**config.mk**
```make
export PLATFORM = sky130hd
export DESIGN_NAME = pwm_cap_timer
export DESIGN_NICKNAME = d
export VERILOG_FILES = /design/src/rtl/pwm_cap_timer.sv
export SDC_FILE = /design/constraint.sdc
export NUM_CORES = 1
export LEC_CHECK = 0
export ABC_AREA = 1
export BUFFER_PORTS_ARGS = -buffer_cell sky130_fd_sc_hd__buf_2
export CORE_MARGIN = 3
export CORE_UTILIZATION = 50
export DETAILED_ROUTE_END_ITERATION = 8
export GPL_ROUTABILITY_DRIVEN = 1
export GPL_TIMING_DRIVEN = 0
export PLACE_DENSITY = 0.69
export SYNTH_ARGS = -nofsm -noshare
export SYNTH_HDL_FRONTEND = slang
export SYNTH_SLANG_ARGS = --single-unit
```
**constraint.sdc**
```tcl
create_clock -name clk -period 1.79 [get_ports clk]
set_input_delay 0.0895 -clock clk [delete_from_list [all_inputs] [get_ports clk]]
set_output_delay 0.0895 -clock clk [all_outputs]
set_load 0.005 [all_outputs]
```
**src/rtl/pwm_cap_timer.sv**
```systemverilog
module pwm_cap_timer #(
  parameter int CW  = 12,
  parameter int DTW = 5
) (
  input  logic          clk,
  input  logic          rst_n,
  input  logic          bus_wr,
  input  logic [2:0]    bus_addr,
  input  logic [7:0]    bus_wdata,
  output logic [7:0]    bus_rdata,
  input  logic          cap_in,
  output logic          hs1_o,
  output logic          hs2_o,
  output logic          strobe_o,
  output logic          irq_o,
  output logic [CW-1:0] cap_value
);
  localparam int HW = CW - 8;
  localparam logic [CW-1:0] CNT_MAX = '1;

  logic [7:0]     ctl_sw;
  logic [DTW-1:0] dt_q, dt_cnt;
  logic [2:0]     pol_q, sync;
  logic [CW-1:0]  per_q, duty_q, cnt, cap_q;
  logic           act_mode, act_run, act_c1, act_c2, lock, irq_q;

  wire running  = act_mode | act_run;
  wire pwm_run  = ~act_mode & act_run;
  wire [CW-1:0] top = act_mode ? CNT_MAX : per_q;
  wire ovf      = running && (cnt == top);
  wire dead     = dt_cnt != '0;
  wire bnd      = running && ((ovf && dt_q == '0) || dt_cnt == DTW'(1));
  wire ctl_we   = bus_wr && bus_addr == 3'd0;
  wire quick_ex = act_mode && !bus_wdata[7] && !bus_wdata[0];
  wire rise     = sync[1] & ~sync[2];
  wire fall     = ~sync[1] & sync[2];
  wire cap_hit  = act_mode && (act_c2 ? fall : rise);

  wire hs1_raw  = pwm_run ? (act_c1 && !dead && cnt < duty_q)
                          : (act_mode && act_c1 && sync[1]);
  wire hs2_raw  = pwm_run && act_c2 && !dead && cnt >= duty_q;
  wire strobe_int = !act_mode && ovf;

  assign hs1_o     = hs1_raw ^ pol_q[0];
  assign strobe_o  = (strobe_int & act_run) ^ pol_q[1];
  assign hs2_o     = hs2_raw ^ pol_q[2];
  assign irq_o     = irq_q;
  assign cap_value = cap_q;

  always_ff @(posedge clk or negedge rst_n) begin
    if (!rst_n) begin
      dt_q   <= '0;
      pol_q  <= '0;
      per_q  <= '1;
      duty_q <= '0;
    end else if (bus_wr) begin
      case (bus_addr)
        3'd1: dt_q <= bus_wdata[DTW-1:0];
        3'd2: pol_q <= bus_wdata[2:0];
        3'd3: per_q[7:0] <= bus_wdata;
        3'd4: per_q[CW-1:8] <= bus_wdata[HW-1:0];
        3'd5: duty_q[7:0] <= bus_wdata;
        3'd6: duty_q[CW-1:8] <= bus_wdata[HW-1:0];
        default: ;
      endcase
    end
  end

  always_comb begin
    case (bus_addr)
      3'd0: bus_rdata = ctl_sw;
      3'd1: bus_rdata = {{(8-DTW){1'b0}}, dt_q};
      3'd2: bus_rdata = {5'b0, pol_q};
      3'd3: bus_rdata = per_q[7:0];
      3'd4: bus_rdata = {{(8-HW){1'b0}}, per_q[CW-1:8]};
      3'd5: bus_rdata = duty_q[7:0];
      3'd6: bus_rdata = {{(8-HW){1'b0}}, duty_q[CW-1:8]};
      default: bus_rdata = 8'h00;
    endcase
  end

  always_ff @(posedge clk or negedge rst_n) begin
    if (!rst_n) begin
      ctl_sw   <= '0;
      act_mode <= 1'b0;
      act_run  <= 1'b0;
      act_c1   <= 1'b0;
      act_c2   <= 1'b0;
      lock     <= 1'b0;
    end else begin
      if (ctl_we) ctl_sw <= bus_wdata;
      if (ctl_we && !running) begin
        if (!(lock && bus_wdata[0])) begin
          lock     <= 1'b0;
          act_mode <= bus_wdata[7];
          act_c2   <= bus_wdata[6];
          act_c1   <= bus_wdata[5];
          act_run  <= bus_wdata[0];
        end
      end else if (ctl_we && quick_ex) begin
        act_mode <= 1'b0;
        act_run  <= 1'b0;
        act_c2   <= bus_wdata[6];
        act_c1   <= bus_wdata[5];
      end else if (bnd) begin
        act_c2 <= ctl_sw[6];
        act_c1 <= ctl_sw[5];
        if (act_mode && !ctl_sw[7] && ctl_sw[0]) begin
          act_mode <= 1'b0;
          act_run  <= 1'b0;
          lock     <= 1'b1;
        end else begin
          act_mode <= ctl_sw[7];
          act_run  <= ctl_sw[0];
        end
      end
    end
  end

  a_r4_hold_between_bounds: assert property (@(posedge clk) disable iff (!rst_n)
    (running && !bnd && !ctl_we) |=> $stable({act_mode, act_run, act_c1, act_c2}));
  a_r10_lock_refuses: assert property (@(posedge clk) disable iff (!rst_n)
    (lock && ctl_we && bus_wdata[0]) |=> !running);

  always_ff @(posedge clk or negedge rst_n) begin
    if (!rst_n) begin
      cnt    <= '0;
      dt_cnt <= '0;
    end else if (!running) begin
      cnt    <= '0;
      dt_cnt <= '0;
    end else begin
      cnt    <= ovf ? '0 : cnt + 1'b1;
      dt_cnt <= ovf ? dt_q : (dead ? dt_cnt - 1'b1 : '0);
    end
  end

  a_r3_dead_quiet: assert property (@(posedge clk) disable iff (!rst_n)
    (pwm_run && ovf && dt_q != '0 && !(bus_wr && bus_addr == 3'd2))
      |=> (hs1_o == pol_q[0] && hs2_o == pol_q[2]));
  a_r8_cap_counts: assert property (@(posedge clk) disable iff (!rst_n)
    (act_mode && !ovf) |=> cnt == CW'($past(cnt) + 1'b1));

  always_ff @(posedge clk or negedge rst_n) begin
    if (!rst_n) begin
      sync  <= '0;
      cap_q <= '0;
      irq_q <= 1'b0;
    end else begin
      sync  <= {sync[1:0], cap_in};
      irq_q <= (pwm_run && ovf) || cap_hit;
      if (cap_hit) cap_q <= cnt;
    end
  end

  a_r7_irq_after_wrap: assert property (@(posedge clk) disable iff (!rst_n)
    (pwm_run && ovf) |=> irq_o);
  a_r8_capture_latch: assert property (@(posedge clk) disable iff (!rst_n)
    cap_hit |=> (cap_value == $past(cnt) && irq_o));
endmodule

```
## Word-level counts from Yosys, hierarchy flattened

Cells that the tools add are included.

- Logic and storage cells: 117
- Bits in registers: 78

- Magnitude comparators: 2
- Equality and inequality tests: 10
- Reductions and logical operators: 43
- Add/sub/neg operators: 2
- Bitwise logic cells: 11
- Muxes and demuxes: 32

Operators by type and width:

| operator | count |
|---|---|
| $pmux W8 S7 | 1 |
| $mux W12 | 3 |
| $mux W1 | 25 |
| $logic_and A1 B1 Y1 | 21 |
| $mux W5 | 3 |
| $reduce_and A2 Y1 | 7 |
| $add A12 B1 Y12 const B | 1 |
| $eq A12 B12 Y1 | 1 |
| $ge A12 B12 Y1 | 1 |
| $lt A12 B12 Y1 | 1 |
| $eq A3 B3 Y1 const B | 3 |
| $eq A3 B2 Y1 const B | 2 |
| $logic_not A1 Y1 | 6 |
| $eq A5 B1 Y1 const B | 1 |
| $logic_not A5 Y1 | 1 |
| $reduce_bool A5 Y1 | 1 |
| $sub A5 B1 Y5 const B | 1 |
| $and A1 B1 Y1 | 4 |
| $ne A2 B2 Y1 const B | 2 |
| $reduce_and A4 Y1 | 1 |
| $reduce_bool A2 Y1 | 2 |
| $eq A3 B1 Y1 const B | 1 |
| $logic_not A3 Y1 | 1 |
| $not A1 Y1 | 3 |
| 4 further kinds | 7 |

## Longest topological paths before layout

Gate-level depths: netlist of run 1.

- Depth in word-level cells: 9
- Mapped depth: 15
- Gate-level depth less buffers: 13

## Worst setup path before layout of run 1

OpenSTA, ideal clock, no wires.

- Path type: reg2reg
- From: register act_mode
- To: register act_c2
- Slack: 0.171 ns
- Arrival time: 1.501 ns
- Cell stages (with the launch flop): 14
- Path through: dfrtp_1 > buf_6 > buf_6 > nor2_4 > xor2_1 > nand2_1 > nor2_1 > nand3_1 > nand2_1 > nand2_2 > nand2_4 > nand2_2 > nand2_1 > nand2_1

- Longest elaborated chain between the ends: 8
- Elaborated cells between the ends (all ways): 17
- Classes of those cells: eq/ne (2); mux (3); bitwise (1); reduce/logical (11)

Ends and longest elaborated chain:

| element | RTL line | text |
|---|---|---|
| start: declaration | 25 | `logic act_mode, act_run, act_c1, act_c2, lock, irq_q;` |
| start signal: assignment | 95 | `act_mode <= bus_wdata[7];` |
| start signal: assignment | 113 | `act_mode <= ctl_sw[7];` |
| $mux W12 | 29 | `wire [CW-1:0] top = act_mode ? CNT_MAX : per_q;` |
| $eq A12 B12 Y1 | 30 | `wire ovf = running && (cnt == top);` |
| $logic_and A1 B1 Y1 | 30 |  |
| $logic_and A1 B1 Y1 | 32 | `wire bnd = running && ((ovf && dt_q == '0) \|\| dt_cnt == DTW'(1));` |
| $logic_or A1 B1 Y1 | 32 |  |
| $logic_and A1 B1 Y1 | 32 |  |
| $reduce_bool A3 Y1 (no line) | n/a |  |
| $reduce_and A2 Y1 (no line) | n/a |  |
| end signal: assignment | 96 | `act_c2 <= bus_wdata[6];` |
| end signal: assignment | 103 | `act_c2 <= bus_wdata[6];` |
| end signal: assignment | 106 | `act_c2 <= ctl_sw[6];` |
| end: declaration | 25 |  |

Parallel ways exist; a longest one is shown, timed or not.
A chain may end at the register's enable or synchronous reset.

## Worst setup path in the final report of run 1

- From: register act_mode
- To: output port strobe_o

- Longest elaborated chain between the ends: 6
- Elaborated cells between the ends (all ways): 8
- Classes of those cells: eq/ne (1); mux (1); bitwise (3); reduce/logical (3)

Ends and longest elaborated chain:

| element | RTL line | text |
|---|---|---|
| $mux W12 | 29 |  |
| $eq A12 B12 Y1 | 30 |  |
| $logic_and A1 B1 Y1 | 30 |  |
| $logic_and A1 B1 Y1 * | 42 | `wire strobe_int = !act_mode && ovf;` |
| $and A1 B1 Y1 * | 45 | `assign strobe_o = (strobe_int & act_run) ^ pol_q[1];` |
| $xor A1 B1 Y1 * | 45 |  |
| end: declaration | 14 | `output logic strobe_o,` |

Mark *: on every way between the ends. The rest lies on a longest branch, timed or not.

==> impl_metrics.env, run 1 <==
export IMPL_endpoint_kind="primary output"
export IMPL_synth_seq_cells=78
export IMPL_dp_hpwl_um=8680
export IMPL_drc=0
export IMPL_path_max_fanout=10
export IMPL_area_growth_pct=25.4
export IMPL_min_to="per_q[6]"
export IMPL_finalInstanceArea_mm2=0.00532
export IMPL_cp_num_cells=11
export IMPL_layout_common_cells="132 x nand2_1, 68 x inv_1, 64 x o21ai_0, 60 x dfrtp_1, 36 x buf_2"
export IMPL_synth_avg_cell_area_um2=7.86
export IMPL_drt_pass1_iter_count=6
export IMPL_grt_first_pass_wirelength_um=19100
export IMPL_worst_slew_pin_slew_ns=0.469
export IMPL_start_util=0.533
export IMPL_grt_max_degree=45
export IMPL_synth_edf_count=0
export IMPL_peakVddDrop_uv=486
export IMPL_antenna_found_initial=0
export IMPL_fin_total_pwr_mw=5.90
export IMPL_finalCritPeriodShare=1.16
export IMPL_crit_chain="buf_6, buf_4, nor2_1, nand2_1, nand2_2, nand3_1, nor2_2, nand2_2, nor2_2, xor2_1, buf_2"
export IMPL_fp_dieH_um=98.1
export IMPL_portBuffers=36
export IMPL_max_slew_margin=0.687
export IMPL_insertion_delay_ns=0.34
export IMPL_crit_family="simple AND/OR/NAND/NOR gates"
export IMPL_fin_cells=727
export IMPL_hold_depth=3
export IMPL_placed_area_mm2=0.00457
export IMPL_tns_ns=-2.50
export IMPL_syn_num_nets=570
export IMPL_h_tree_depth=3
export IMPL_n_fill_cell=684
export IMPL_drtIter0Drc=226
export IMPL_fin_crit_ns=2.08
export IMPL_drive_gt1_frac=0.285
export IMPL_clock_root_buffer="clkbuf_8"
export IMPL_ys_seq_area_frac=0.464
export IMPL_synth_area_mm2=0.00424
export IMPL_core_mm2=0.00797
export IMPL_grt_usage=0.251
export IMPL_overflow=0
export IMPL_io_pins=39
export IMPL_cts_buffers=9
export IMPL_crit_required_ns=1.70
export IMPL_routed_via_count=3955
export IMPL_critical_path_arrival_ns=1.99
export IMPL_viasPerCell=5.44
export IMPL_violations="setup timing"
export IMPL_grt_pass1_vias=3818
export IMPL_setup_viol=19
export IMPL_hold_viol=0
export IMPL_power_density_mw_per_mm2=1110
export IMPL_dieArea_mm2=0.00963
export IMPL_dp_cells=679
export IMPL_final_nets=650
export IMPL_worst_path_max_delay_cell="dfrtp_1"
export IMPL_clockBufferDepth=2
export IMPL_crit_buf_inv=3
export IMPL_holdCritStartpoint="bus_wdata[6]"
export IMPL_cts_sinks=78
export IMPL_gp_congestion=0.933
export IMPL_layout_commonest_cell="nand2_1"
export IMPL_cts_tree="done"
export IMPL_synthFlopType="dfrtp_1"
export IMPL_ys_types=40
export IMPL_min_path_type="in -> reg"
export IMPL_fin_ws_ns=-0.289
export IMPL_synthCells=540
export IMPL_reg2reg_depth=15
export IMPL_grt_setup_unrepaired="yes"
export IMPL_antenna_cells=0
export IMPL_finClkSkew_ns=0.00863
export IMPL_clk_pin_slew_ns=0.08
export IMPL_ys_async_sr_fraction=1.00
export IMPL_yosys_warnings=0
export IMPL_routedWlPerCell_um=16.4
export IMPL_critPathKind="reg -> out"
export IMPL_r2r_start="act_mode"
export IMPL_row_count=32
export IMPL_worst_r2r_setup_slack_ns=-0.17
export IMPL_final_max_slew_viol_count=0
export IMPL_r2r_end="act_c2"
export IMPL_critPathMaxStageDelay_ns=0.38
export IMPL_die_x_um=98.1
export IMPL_fmax_ghz=0.481
export IMPL_wirelength_um=11900
export IMPL_start_kind="flip-flop"
export IMPL_p_leak_nw=2.61
export IMPL_outcome="complete, but fails checks"
export IMPL_antenna_left=0
export IMPL_maxCapViolCount=0
==> repair_timing <==
| action | in CTS | in global routing |
|---|---|---|
| gates resized for setup | 48 | 39 |
| pin swaps | 12 | 23 |
| setup buffers | 22 | 9 |
| setup endpoints to repair | 19 | 26 |
| hold buffers | 2 | 0 |
| cloned | 2 | 0 |
| hold endpoints to repair | 35 | 0 |
==> how the worst max path moves through the flow <==
stage | startpoint | end | slack [ns]
2_1_floorplan | act_mode | act_c2 | 0.17
3_3_place_gp | act_mode | act_c2 | -0.14
3_5_place_dp | act_mode | act_c2 | -0.17
4_1_cts | cnt[11] | hs2_o | -0.27
5_1_grt | act_mode | strobe_o | -0.45
6_report | act_mode | strobe_o | -0.29
==> tightest hold or removal path: cells and delay by family <==
kind	cells	cell delay [ns]
buffers and inverters	2	0.18
AO/OA/AOI/OAI	1	0.09
==> stage by stage <==
stage	utilization	setup WS [ns]	hold WS, ns
2_1_floorplan	-	0.171	-0.206
3_3_place_gp	0.571	-0.142	0.199
3_5_place_dp	0.574	-0.166	0.0746
4_1_cts	0.646	-0.275	0.0241
5_1_grt	0.668	-0.446	0.0679
6_report	0.668	-0.289	0.0320
==> area by class of cell <==
type                    instances  area, um2  share of cell area
clock buffers                  15        176              0.0332
clock inverters                 1       5.00            0.000941
plain buffers                  12       80.1              0.0151
inverters                      79        302              0.0567
multi-input cells             371       2170               0.409
repair buffers                 69        479              0.0901
well taps                     102        128              0.0240
flip-flops and latches         78       1970               0.371
==> cell usage after synthesis, drive strengths merged (3+ instances only) <==
cell     count  share of area
nand2      146           0.13
inv         79          0.070
o21ai       77          0.093
dfrtp       66           0.39
nor2        45          0.043
nand3       20          0.024
ha          15          0.044
nand4       14          0.021
dfstp       12          0.074
nor3        11          0.017
a21oi       10          0.013
buf          6          0.012
clkbuf       6         0.0053
xor2         6          0.012
a221oi       4         0.0083
o22ai        4         0.0059
o2111ai      3         0.0062
o221ai       3         0.0062
==> registers in the layout, indices dropped and copies added, names as in the netlist, 3 cells and up <==
register / count
cap_value: 12
cnt: 12
ctl_sw: 8
dt_cnt: 5
dt_q: 5
duty_q: 12
per_q: 12
pol_q: 3
sync: 3
==> kinds of logic after synthesis <==
logic type	share of synthesized area
compound gates	0.145
fa+ha+maj	0.0442
simple gates	0.245
xor+xnor	0.0145
flops	0.464
buf+inv	0.0873
==> layer usage <==
metal,wire length [um],vias up,part of all wire,track usage
met1,5440,1833,0.46,0.354
met2,5390,164,0.45,0.387
met5,0,-,0,0
met3,703,28,0.059,0.0350
met4,382,0,0.032,0.112
li1,-,1930,-,-
==> power breakdown <==
group | switching (mW) | total (mW) | internal (mW)
Clock | 0.599 | 1.22 | 0.618
Combinational | 1.35 | 2.29 | 0.939
Sequential | 0.289 | 2.40 | 2.11
Total | 2.24 | 5.90 | 3.66
Power figures use the tool's default switching activity.
==> inputs of run 2 (changes only) <==
--- a/config.mk
+++ b/config.mk
@@ -7,12 +7,15 @@
 export LEC_CHECK = 0
 export ABC_AREA = 1
 export BUFFER_PORTS_ARGS = -buffer_cell sky130_fd_sc_hd__buf_2
+export CELL_PAD_IN_SITES_DETAIL_PLACEMENT = 0
+export CELL_PAD_IN_SITES_GLOBAL_PLACEMENT = 2
 export CORE_MARGIN = 3
-export CORE_UTILIZATION = 50
+export CORE_UTILIZATION = 35
+export CTS_CLUSTER_DIAMETER = 120
 export DETAILED_ROUTE_END_ITERATION = 8
 export GPL_ROUTABILITY_DRIVEN = 1
 export GPL_TIMING_DRIVEN = 0
-export PLACE_DENSITY = 0.69
+export PLACE_DENSITY_LB_ADDON = 0.1
 export SYNTH_ARGS = -nofsm -noshare
 export SYNTH_HDL_FRONTEND = slang
 export SYNTH_SLANG_ARGS = --single-unit
==> impl_metrics.env, run 2 (synthesis gave the netlist of run 1 again) <==
export IMPL_drt_pass1_iter_count=4
export IMPL_r2r_end="act_mode"
export IMPL_routedWlPerCell_um=17.1
export IMPL_clock_root_buffer="clkbuf_16"
export IMPL_fin_cells=765
export IMPL_peakVddDrop_uv=731
export IMPL_dieArea_mm2=0.0135
export IMPL_row_count=39
export IMPL_hold_viol=0
export IMPL_reg2reg_depth=15
export IMPL_worst_slew_pin_slew_ns=0.430
export IMPL_maxCapViolCount=0
export IMPL_path_max_fanout=6
export IMPL_final_max_slew_viol_count=0
export IMPL_r2r_start="act_mode"
export IMPL_cts_tree="done"
export IMPL_start_util=0.365
export IMPL_wirelength_um=13100
export IMPL_dp_slack_ns=-0.207
export IMPL_layout_commonest_cell="nand2_1"
export IMPL_drc=0
export IMPL_worst_r2r_setup_slack_ns=-0.18
export IMPL_crit_required_ns=1.70
export IMPL_critical_path_arrival_ns=1.97
export IMPL_dp_hpwl_um=9780
export IMPL_setup_viol=23
export IMPL_critPathKind="reg -> out"
export IMPL_grt_pass1_vias=3764
export IMPL_drive_gt1_frac=0.273
export IMPL_outcome="complete, but fails checks"
export IMPL_routed_via_count=3808
export IMPL_power_density_mw_per_mm2=1160
export IMPL_grt_max_degree=49
export IMPL_dp_cells=720
export IMPL_placed_area_mm2=0.00463
export IMPL_fp_dieH_um=116
export IMPL_io_pins=39
export IMPL_clockBufferDepth=2
export IMPL_finClkSkew_ns=0.00342
export IMPL_finalCritPeriodShare=1.15
export IMPL_overflow=0
export IMPL_antenna_left=0
export IMPL_fin_ws_ns=-0.268
export IMPL_n_fill_cell=1190
export IMPL_min_path_type="in -> reg"
export IMPL_fin_crit_ns=2.06
export IMPL_insertion_delay_ns=0.34
export IMPL_viasPerCell=4.98
export IMPL_drtIter0Drc=168
export IMPL_layout_common_cells="132 x nand2_1, 67 x inv_1, 65 x o21ai_0, 60 x dfrtp_1, 36 x buf_2"
export IMPL_area_growth_pct=27.8
export IMPL_p_leak_nw=2.63
export IMPL_grt_first_pass_wirelength_um=20600
export IMPL_hold_depth=3
export IMPL_endpoint_kind="primary output"
export IMPL_antenna_found_initial=0
export IMPL_cts_sinks=78
export IMPL_min_to="ctl_sw[0]"
export IMPL_h_tree_depth=3
export IMPL_regArea_mm2=0.00197
export IMPL_grt_usage=0.208
export IMPL_max_slew_margin=0.713
export IMPL_cts_buffers=9
export IMPL_core_mm2=0.0116
export IMPL_final_nets=647
export IMPL_holdCritStartpoint="bus_wdata[0]"
export IMPL_start_kind="flip-flop"
export IMPL_grt_setup_unrepaired="yes"
export IMPL_hold_slack_ns=0.0142
export IMPL_tns_ns=-1.93
export IMPL_fmax_ghz=0.486
export IMPL_finalInstanceArea_mm2=0.00542
export IMPL_die_x_um=116
export IMPL_violations="setup timing"
export IMPL_multi_input_area_mm2=0.00214
export IMPL_gp_congestion=0.871
export IMPL_antenna_cells=0
export IMPL_clk_pin_slew_ns=0.06
export IMPL_portBuffers=36
run 2: cell types whose count changed in the layout (fill, tap and decap cells not counted), moves of 2 or more:
cell / delta
o21ai_1: -3
nor2_1: +6
nand3_1: +2
buf_4: -2
clkbuf_16: +10
nor2_2: -6
buf_6: -3
o21ai_2: +3
clkbuf_8: -11
run 2: power breakdown:
group          total [mW]  switching, mW  internal, mW
clock network        1.66          0.687         0.973
logic                2.21           1.30         0.910
registers            2.42          0.310          2.11
run 2: cell type report:
class	instances	area share
multi-input cells	371	0.395
flip-flops and latches	78	0.364
plain buffers	12	0.0171
repair buffers	66	0.0867
clock inverters	2	0.00185
well taps	143	0.0330
inverters	79	0.0556
clock buffers	14	0.0468
run 2: how the worst max path moves through the flow:
stage	from	to	slack, ns	cells past startpoint
6_report	act_mode	strobe_o	-0.27	11
5_1_grt	act_mode	strobe_o	-0.39	11
4_1_cts	act_mode	strobe_o	-0.31	11
3_5_place_dp	act_mode	act_mode	-0.21	13
3_3_place_gp	act_mode	act_c2	-0.20	13
2_1_floorplan	act_mode	act_c2	0.17	13
run 2: timing repair:
item                                   CTS  global route
pin swaps                               23            14
gates resized for setup                 47            32
buffers inserted                        21             5
endpoints found under the hold margin   31             0
hold buffers                             2             0
setup endpoints to repair               23            38
gates cloned                             2             1
run 2: metrics by stage:
| stage | total power, mW | utilization |
|---|---|---|
| finish | 6.29 | 0.467 |
| global route | 6.73 | 0.467 |
| CTS | 6.21 | 0.454 |
| detailed placement | 4.20 | 0.399 |
| global placement | 4.17 | 0.396 |
| floorplan | 3.54 | - |
run 2: worst max-delay path, cell delays in order (launching register included):
cell     delay, ns
dfrtp_1       0.39
buf_6         0.15
buf_4         0.14
o21ai_2       0.12
nand2_1       0.07
nor2_1        0.10
nand2_1       0.06
nor2_2        0.15
nand2_2       0.08
nor2_2        0.10
xor2_1        0.14
buf_2         0.12
run 2: routing by layer:
metal / global-route usage / up-vias / wire length [um]
met2: 0.331 / 79 / 6060
met5: 0 / - / 0
li1: - / 1920 / -
met1: 0.274 / 1790 / 6190
met4: 0.0851 / 0 / 337
met3: 0.0482 / 19 / 515
==> inputs of run 3 (changes only) <==
--- a/config.mk
+++ b/config.mk
@@ -10,7 +10,7 @@
 export CELL_PAD_IN_SITES_DETAIL_PLACEMENT = 0
 export CELL_PAD_IN_SITES_GLOBAL_PLACEMENT = 2
 export CORE_MARGIN = 3
-export CORE_UTILIZATION = 35
+export CORE_UTILIZATION = 38
 export CTS_CLUSTER_DIAMETER = 120
 export DETAILED_ROUTE_END_ITERATION = 8
 export GPL_ROUTABILITY_DRIVEN = 1
==> constraint.sdc (replaced) <==
create_clock -name clk -period 2.7 [get_ports clk]
set_input_delay 0.135 -clock clk [delete_from_list [all_inputs] [get_ports clk]]
set_output_delay 0.135 -clock clk [all_outputs]
set_load 0.005 [all_outputs]
==> impl_metrics.env, run 3 (synthesis gave the netlist of run 1 again) <==
export IMPL_fmax_ghz=0.440
export IMPL_routedWlPerCell_um=16.5
export IMPL_critPathMaxStageDelay_ns=0.38
export IMPL_setup_viol=0
export IMPL_crit_buf_inv=3
export IMPL_worst_path_max_delay_cell="dfrtp_1"
export IMPL_clkPwrFrac=0.270
export IMPL_cts_tree="done"
export IMPL_overflow=0
export IMPL_final_max_slew_viol_count=0
export IMPL_worst_slew_pin_slew_ns=0.472
export IMPL_path_max_fanout=10
export IMPL_portBuffers=36
export IMPL_grt_usage=0.204
export IMPL_drc=0
export IMPL_drtIter0Drc=168
export IMPL_grt_setup_unrepaired="no"
export IMPL_antenna_cells=0
export IMPL_h_tree_depth=3
export IMPL_tns_ns=0
export IMPL_holdBufCountCts=2
export IMPL_clockBufferDepth=2
export IMPL_clk_pin_slew_ns=0.08
export IMPL_routed_via_count=3670
export IMPL_cts_buffers=9
export IMPL_final_nets=620
export IMPL_comb_power_share=0.309
export IMPL_n_fill_cell=1079
export IMPL_fin_total_pwr_mw=3.77
export IMPL_peakVddDrop_uv=422
export IMPL_io_pins=39
export IMPL_gp_congestion=0.856
export IMPL_power_density_mw_per_mm2=773
export IMPL_core_mm2=0.0106
export IMPL_layout_commonest_cell="nand2_1"
export IMPL_die_x_um=112
export IMPL_grt_first_pass_wirelength_um=20000
export IMPL_critical_path_arrival_ns=2.14
export IMPL_outcome="finished clean"
export IMPL_dieArea_mm2=0.0125
export IMPL_clock_root_buffer="clkbuf_8"
export IMPL_layout_common_cells="141 x nand2_1, 75 x inv_1, 72 x o21ai_0, 66 x dfrtp_1, 42 x nor2_1"
export IMPL_seqPwrFrac=0.421
export IMPL_dp_hpwl_um=9550
export IMPL_max_slew_margin=0.685
export IMPL_row_count=37
export IMPL_drt_pass1_iter_count=5
export IMPL_hold_viol=0
export IMPL_intPower_mw=2.38
export IMPL_finalCritPeriodShare=0.842
export IMPL_endpoint_kind="primary output"
export IMPL_wirelength_um=12100
export IMPL_antenna_found_initial=0
export IMPL_post_cts_buffers=0
export IMPL_viasPerCell=5.02
export IMPL_area_growth_pct=14.7
export IMPL_crit_family="simple AND/OR/NAND/NOR gates"
export IMPL_finClkSkew_ns=0.00493
export IMPL_cts_sinks=78
export IMPL_fin_crit_ns=2.27
export IMPL_start_util=0.400
export IMPL_crit_chain="buf_6, buf_2, nor2_1, nand2_1, nand2_1, nand3_1, nor2_1, nand2_1, nor2_1, xor2_1, buf_2"
export IMPL_grt_pass1_vias=3742
export IMPL_antenna_left=0
export IMPL_grt_max_degree=44
export IMPL_cts_resized_gates=0
export IMPL_power_switching_share=0.368
export IMPL_min_path_type="in -> reg"
export IMPL_maxCapViolCount=0
export IMPL_start_kind="flip-flop"
export IMPL_insertion_delay_ns=0.36
export IMPL_fp_dieH_um=112
export IMPL_p_switching_mw=1.38
export IMPL_p_leak_nw=2.46
export IMPL_drive_gt1_frac=0.151
export IMPL_critPathKind="reg -> out"
export IMPL_crit_required_ns=2.57
-- run 3: per-layer routing --
metal / up-vias / wire, um / global-route usage
met5: - / 0 / 0
met4: 0 / 116 / 0.0446
met3: 9 / 495 / 0.0397
met2: 66 / 5710 / 0.328
met1: 1722 / 5760 / 0.288
li1: 1873 / - / -
-- run 3: power groups by stage --
stage	combinational (mW)	sequential [mW]	clock, mW
4_1_cts	1.18	1.58	1.04
2_1_floorplan	0.816	1.53	0
3_5_place_dp	1.17	1.61	0
3_3_place_gp	1.15	1.60	0
5_1_grt	1.33	1.61	1.09
6_report	1.16	1.58	1.02
-- run 3: stage by stage --
stage               instances  utilization  hold slack (ns)  instance area, um2  setup slack (ns)
finish                    731        0.459           0.0480                4870             0.426
global route              731        0.459           0.0695                4870             0.172
CTS                       731        0.459           0.0450                4870             0.387
detailed placement        713        0.435            0.129                4620             0.747
global placement          712        0.433            0.243                4590             0.735
floorplan                 540            -           -0.161                4240              1.08
-- run 3: final timing paths --
kind / from / endpoint / slack [ns] / cells past startpoint
max: act_mode / strobe_o / 0.43 / 11
min: bus_wdata[0] / ctl_sw[0] / 0.05 / 3
max reg2reg: act_mode / act_mode / 0.74 / 14
min reg2reg: sync[0] / sync[1] / 0.37 / 0
max in group asynchronous: rst_n / per_q[4] / 1.78 / 3
min in group asynchronous: rst_n / irq_o / 0.26 / 2
-- run 3: layout make-up --
class | instances | area, um2 | share of cell area
timing repair buffer | 39 | 223 | 0.0457
clock buffer | 11 | 151 | 0.0311
multi-input combinational | 371 | 1910 | 0.391
buffer | 12 | 73.8 | 0.0152
clock inverter | 5 | 81.3 | 0.0167
inverter | 79 | 297 | 0.0609
sequential | 78 | 1970 | 0.404
tap | 136 | 170 | 0.0350
-- run 3: tightest hold or removal path, stage by stage --
cell,delay [ns]
buf_2,0.10
nand2_1,0.06
o21ai_0,0.07
